==> config.mk <==
export PLATFORM = sky130hd
export DESIGN_NAME = mq_flag_gen
export DESIGN_NICKNAME = d
export VERILOG_FILES = /design/src/rtl/mq_flag_gen.sv
export SDC_FILE = /design/constraint.sdc
export NUM_CORES = 1
export LEC_CHECK = 0
export CAP_MARGIN = 10
export CORE_UTILIZATION = 55
export DETAILED_ROUTE_END_ITERATION = 10
export PLACE_DENSITY_LB_ADDON = 0.25
export SLEW_MARGIN = 20
export SYNTH_ARGS = -nofsm -noshare
export SYNTH_HDL_FRONTEND = slang
export SYNTH_SLANG_ARGS = --single-unit
==> constraint.sdc <==
create_clock -name clk -period 8 [get_ports clk]
set_clock_uncertainty 0.05 [all_clocks]
set_input_delay 1.6 -clock clk [delete_from_list [all_inputs] [get_ports clk]]
set_output_delay 1.6 -clock clk [all_outputs]
set_load 0.02 [all_outputs]
==> src/rtl/mq_flag_gen.sv <==
module mq_flag_gen #(
  parameter int NQ = 4,
  parameter int DEPTH = 256,
  parameter int OFF_LO = 8,
  parameter int OFF_HI = 128,
  localparam int QW = (NQ > 1) ? $clog2(NQ) : 1
) (
  input  logic          clk,
  input  logic          mrst_n,
  input  logic          big_off,
  input  logic          in_narrow,
  input  logic          out_narrow,
  input  logic          wr_en,
  input  logic [QW-1:0] wr_q,
  input  logic          rd_en,
  input  logic [QW-1:0] rd_q,
  output logic          full_n,
  output logic          afull_n,
  output logic          ov_n,
  output logic          aempty_n,
  output logic [NQ-1:0] afull_vec_n,
  output logic [NQ-1:0] aempty_vec_n
);
  localparam int CW = $clog2(2 * DEPTH + 5);
  localparam int TW = CW + QW;

  logic          cfg_in_n, cfg_out_n, cfg_big;
  logic [CW-1:0] cnt     [NQ];
  logic [CW-1:0] cnt_nx  [NQ];
  logic [CW:0]   full_thr[NQ];
  logic [CW:0]   af_thr  [NQ];
  logic [CW:0]   ae_thr  [NQ];
  logic [NQ-1:0] ex, full_c, ov_c, af_raw, ae_raw;
  logic [NQ-1:0] af_d1, af_q, ae_d1, ae_q;
  logic          wide_slot, no_extra, wr_ok, rd_ok;
  logic [CW:0]   inw, outw, off;
  logic [TW-1:0] tot;

  function automatic logic [CW:0] scale(input logic wide, input logic [CW:0] v);
    return wide ? (v << 1) : v;
  endfunction

  assign wide_slot = !(cfg_in_n && cfg_out_n);
  assign no_extra  = !cfg_in_n && cfg_out_n;
  assign inw  = cfg_in_n  ? (CW+1)'(1) : (CW+1)'(2);
  assign outw = cfg_out_n ? (CW+1)'(1) : (CW+1)'(2);
  assign off  = cfg_big ? (CW+1)'(OFF_HI) : (CW+1)'(OFF_LO);

  always_comb begin
    for (int q = 0; q < NQ; q++) begin
      ex[q]       = (rd_q == QW'(q)) && !no_extra;
      full_thr[q] = scale(wide_slot, (CW+1)'(DEPTH) + (CW+1)'(ex[q]));
      af_thr[q]   = scale(wide_slot, (CW+1)'(DEPTH) + (CW+1)'(ex[q]) - off);
      ae_thr[q]   = scale(wide_slot, off + (CW+1)'(1) + (CW+1)'(ex[q]));
      full_c[q]   = ({1'b0, cnt[q]} + inw) > full_thr[q];
      ov_c[q]     = {1'b0, cnt[q]} >= outw;
    end
  end

  assign wr_ok = wr_en && !full_c[wr_q];
  assign rd_ok = rd_en && ov_c[rd_q];

  always_comb begin
    logic [CW:0] nx;
    for (int q = 0; q < NQ; q++) begin
      nx = {1'b0, cnt[q]};
      if (wr_ok && wr_q == QW'(q)) nx = nx + inw;
      if (rd_ok && rd_q == QW'(q)) nx = nx - outw;
      cnt_nx[q] = nx[CW-1:0];
      af_raw[q] = nx >= af_thr[q];
      ae_raw[q] = nx < ae_thr[q];
    end
  end

  always_ff @(posedge clk) begin
    if (!mrst_n) begin
      cfg_in_n  <= in_narrow;
      cfg_out_n <= out_narrow;
      cfg_big   <= big_off;
      for (int q = 0; q < NQ; q++) cnt[q] <= '0;
      af_d1 <= '0;
      af_q  <= '0;
      ae_d1 <= '1;
      ae_q  <= '1;
    end else begin
      for (int q = 0; q < NQ; q++) cnt[q] <= cnt_nx[q];
      af_d1 <= af_raw;
      af_q  <= af_d1 & af_raw;
      ae_d1 <= ae_raw;
      ae_q  <= ae_d1 & ae_raw;
    end
  end

  assign full_n       = !full_c[wr_q];
  assign ov_n         = !ov_c[rd_q];
  assign afull_vec_n  = ~af_q;
  assign aempty_vec_n = ~ae_q;
  assign afull_n      = ~af_q[wr_q];
  assign aempty_n     = ~ae_q[rd_q];

  always_comb begin
    tot = '0;
    for (int q = 0; q < NQ; q++) tot = tot + TW'(cnt[q]);
  end

  AST_RESET_STATE: assert property (@(posedge clk)
    !mrst_n |=> (full_n && afull_n && ov_n && !aempty_n &&
                 afull_vec_n == '1 && aempty_vec_n == '0));
  AST_FULL_IGNORES_WRITE: assert property (@(posedge clk) disable iff (!mrst_n)
    (wr_en && !full_n && !rd_en) |=> tot == $past(tot));
  AST_EMPTY_IGNORES_READ: assert property (@(posedge clk) disable iff (!mrst_n)
    (rd_en && ov_n && !wr_en) |=> tot == $past(tot));

  for (genvar g = 0; g < NQ; g++) begin : g_chk
    AST_CNT_BOUND: assert property (@(posedge clk) disable iff (!mrst_n)
      cnt[g] <= CW'(2 * DEPTH + 2));
    AST_AF_LATE: assert property (@(posedge clk) disable iff (!mrst_n)
      $fell(afull_vec_n[g]) |-> $past(af_d1[g]));
  end
endmodule

==> results.md <==
Global routing:
- The number of global-route vias before repair was 5998.
- The first global-routing pass estimated 30400 um of wire.
- The initial antenna violation count is 0.
- The all-layer global routing usage is 29.4%.
- The pin count of the biggest net entering global routing is 40.
- For this run the aggregate overflow at the end of global routing stands at 0.

Routing:
- In the routed layout, each cell is associated on average with a via count of 6.11.
- For this run, design rule violations remaining after detail routing come to 0.
- Summed over all layers, the routed wires come to 18800 um.
- Dividing the detail-routed wire length by the instance count gives 17.6 um.
- The post-route antenna net violation count is 0.
- The routed layout has 6521 vias.
- The starting DRC count in detailed routing is 536.
- The number of optimization iterations in the first detailed-route pass is 5.

Cells and area:
- At the end of the flow, the number of nets in the layout was 1010.
- Counting the fill cells in the layout gives 1162.
- The flip-flop and latch area is 1210 um^2.
- Leaving out fill and tap cells, the most frequent cell in the layout is ha_1.
- Once layout is complete, the utilization of the core stands at 61.5%.
- The area taken by multi-input logic gates is 5470 um^2.
- The number of antenna diodes in the final layout is 0.
- The final instance area is 7760 um^2.
- In the layout the commonest cells are ha_1 (100), nor2_1 (74), inv_1 (72), nand2_1 (57), dfxtp_1 (56).
- The area growth from synthesis to layout is 8.96%.
- The count of cells in the finished layout, fillers not included, comes to 1068.
- The ratio of cells with drive above 1 in the final layout is 7.92%.

Yosys:
- The synthesized netlist net count is 1001.
- The post-synthesis async set-or-reset flop share is 0%.
- The post-synthesis sequential area ratio is 17.0%.
- After Yosys synthesis, full adders, half adders and majority gates account for 20.1% of the synthesized area.
- The count of different cell masters after synthesis is 97.
- The synthesized netlist devotes 17.7% of its cell area to compound gates.
- Synthesis produced 882 cells.
- Summing the areas of all and, or, nand and nor instances in the mapped netlist gives 26.8% of the synthesized area.
- The average instance area after synthesis is 8.08 um^2.
- The total of flip-flops plus latches after synthesis is 59.
- The summed instance area of the synthesized netlist is 7120 um^2.
- Yosys printed 0 warnings.
- The synthesized netlist devotes 8.34% of its cell area to XOR and XNOR gates.
- Yosys mapped a number of flops with a built-in enable equal to 3.
- The main combinational cell family by area after synthesis is simple AND/OR/NAND/NOR gates.
- The most used flip-flop cell after synthesis is dfxtp_1.
- The post-synthesis mux area share is 3.83%.

Floorplanning:
- In this run the horizontal extent of the chip is 116 um.
- The overall die area is 13400 um^2.
- The floorplan step defined a core boundary enclosing 12600 um^2.
- The row count is 41.
- The number of placed I/O pins is 23.
- The initial core utilization is 56.5%.
- The height of the die is 116 um.

Clock tree:
- The number of buffers added by the clock tree synthesis step is 9.
- The number of buffers inserted to repair setup after CTS is 0.
- After clock tree synthesis, the flow added hold-fix buffers numbering 0.
- The depth of the CTS H-tree is 3.
- The register clock-pin slew on the reported worst setup and hold paths is 0.06 ns.
- The buffer type at the clock tree root is clkbuf_16.
- The number of clock sinks seen by CTS is 59.
- The number of gates resized after CTS was 0.
- The CTS tree is yes.
- The maximum root-to-sink buffer count is 2.
- The insertion delay of the later-clocked pin in the worst-skew pair is 0.35 ns.

STA:
- After layout, the worst path uses 92.2% of the clock period.
- Setup repair after global routing left no endpoint under its margin.
- The tightest slew margin relative to the limit is 23.9%.
- The least setup slack across all paths after layout is 0.622 ns.
- After layout, the minimum clock period comes to 7.38 ns.
- The final max-slew violation count was 0.
- The number of hold violations in the final report is 0.
- The achievable clock frequency is 136 MHz.
- The slew at the pin closest to its max-slew limit is 1.14 ns.
- The final number of setup-violating endpoints is 0.
- The total negative setup slack is 0 ns.
- The final-layout worst hold slack is 0.372 ns.

Worst setup path:
- The end point of the critical path is af_q[2].
- The most repeated library cell on the critical path is ha_1.
- Counting cells, the worst reg-to-reg path comes to 29.
- The highest fanout seen on the critical path is 8.
- In this design, the stage delay of the slowest critical-path cell is 0.54 ns.
- The reg-to-reg setup timing slack is 0.80 ns.
- The start of the worst register-to-register path is cfg_in_n.
- The critical path data required time is 8.19 ns.
- The highest-delay cell along the critical path is clkdlybuf4s50_1.
- The kind of critical path is in2reg.
- In this design, the largest share of critical-path delay is due to compound AO/OA/AOI/OAI gates.
- Counting both buffers and inverters, the worst setup path holds a total of 2.
- Counting buffers and inverters, the worst setup path is 25 cells deep.
- The launching instance or port of the critical path is rd_q[1].
- The worst setup path is captured at a flip-flop.
- The critical path launch point type is an input pin.
- The signal arrival time at the worst endpoint is 7.57 ns.
- The terminus of the critical flop-to-flop path is af_q[2].

Job:
- The tool flagged a number of max-cap violations equal to 0.

Pwr:
- In this run switching power makes up 39.2% of total power.
- The internal power component is 0.836 mW.
- The clock group share of total power is 28.6%.
- Of the total power, combinational logic draws 43.4%.
- For this design the total switching power over the nets is 0.538 mW.
- The static leakage is 3.35 nW.
- The total chip power is 1.37 mW.
- The worst-case IR drop observed on VDD is 0.000119 V.
- The sequential power share is 28.1%.
- The cell area power density is 177 nW/um^2.

Status:
- The run finished with clean final reports.

Placement:
- The congestion estimate from routability-driven global placement came to 0.960.
- The number of cells in the design after placement is 1052.
- The worst slack at placement is 0.399 ns.
- Once placement finished, the instance area stood at 7460 um^2.
- During placement, the flow inserted port buffers numbering 22.
- Summed over all nets, the half-perimeter wirelength after detailed placement is 14200 um.

Min path:
- The worst hold path belongs to the class reg2reg.
-- how the worst min path moves through the flow --
stage / to / cells after the start / slack [ns] / start
2_1_floorplan: af_q[3] / 2 / 0.35 / af_d1[3]
3_3_place_gp: af_q[3] / 2 / 0.36 / af_d1[3]
3_5_place_dp: af_q[3] / 2 / 0.36 / af_d1[3]
4_1_cts: af_q[3] / 2 / 0.37 / af_d1[3]
5_1_grt: af_q[0] / 1 / 0.40 / af_d1[0]
6_report: af_q[0] / 1 / 0.37 / af_d1[0]
-- cell families after synthesis --
group           Yosys count
fa+ha+maj               110
mux                      24
xor+xnor                 67
flops                    59
buf+inv                 106
compound gates          173
simple gates            343
-- final cells by class --
class,count,area share [%]
multi-input cells,717,70.5
clock buffers,13,3.61
inverters,72,3.48
well taps,172,2.77
repair buffers,32,3.80
clock inverters,3,0.258
flip-flops and latches,59,15.6
-- Yosys cell counts (6+ instances only) --
cell type / n / area [um^2]
xnor2_1: 40 / 350
inv_1: 72 / 270
dfxtp_1: 56 / 1120
or3_1: 7 / 43.8
a211oi_1: 9 / 67.6
and2_1: 38 / 238
nor4_1: 9 / 56.3
xor2_1: 26 / 228
nor2b_1: 15 / 93.8
o21ai_1: 7 / 35.0
nand3_1: 28 / 140
nand2b_1: 17 / 106
mux2i_1: 16 / 160
or2_2: 7 / 43.8
a31oi_1: 13 / 81.3
o21ai_0: 28 / 140
clkbuf_1: 17 / 63.8
nand3b_1: 7 / 52.6
buf_2: 10 / 50.1
ha_1: 100 / 1250
nand4_1: 22 / 138
mux2_2: 6 / 67.6
a21o_1: 12 / 90.1
nand2_1: 57 / 214
fa_1: 8 / 160
nor3_1: 21 / 105
nor2_1: 74 / 278
and3_1: 6 / 37.5
a21oi_1: 41 / 205
-- metal layers --
layer / vias to the layer above / wire [um] / global-route usage [%]
met5: - / 0 / 0
met4: 0 / 343 / 8.72
met3: 28 / 1210 / 4.55
met2: 230 / 8510 / 47.2
met1: 3064 / 8680 / 40.5
li1: 3199 / - / -
-- flip-flops by register name (all words and copies together), names as in the netlist --
name and flops:
cfg_out_n 1, cfg_big 1, ae_q 4, af_q 4, cfg_in_n 1, cnt 40
ae_d1 4, af_d1 4
-- power by group through the flow --
stage          Sequential, mW  Combinational, mW  Clock (mW)
2_1_floorplan           0.358              0.461           0
3_3_place_gp            0.389              0.575           0
3_5_place_dp            0.389              0.585           0
4_1_cts                 0.384              0.590       0.397
5_1_grt                 0.390              0.662       0.410
6_report                0.386              0.596       0.393
Power figures use the tool's default switching activity.
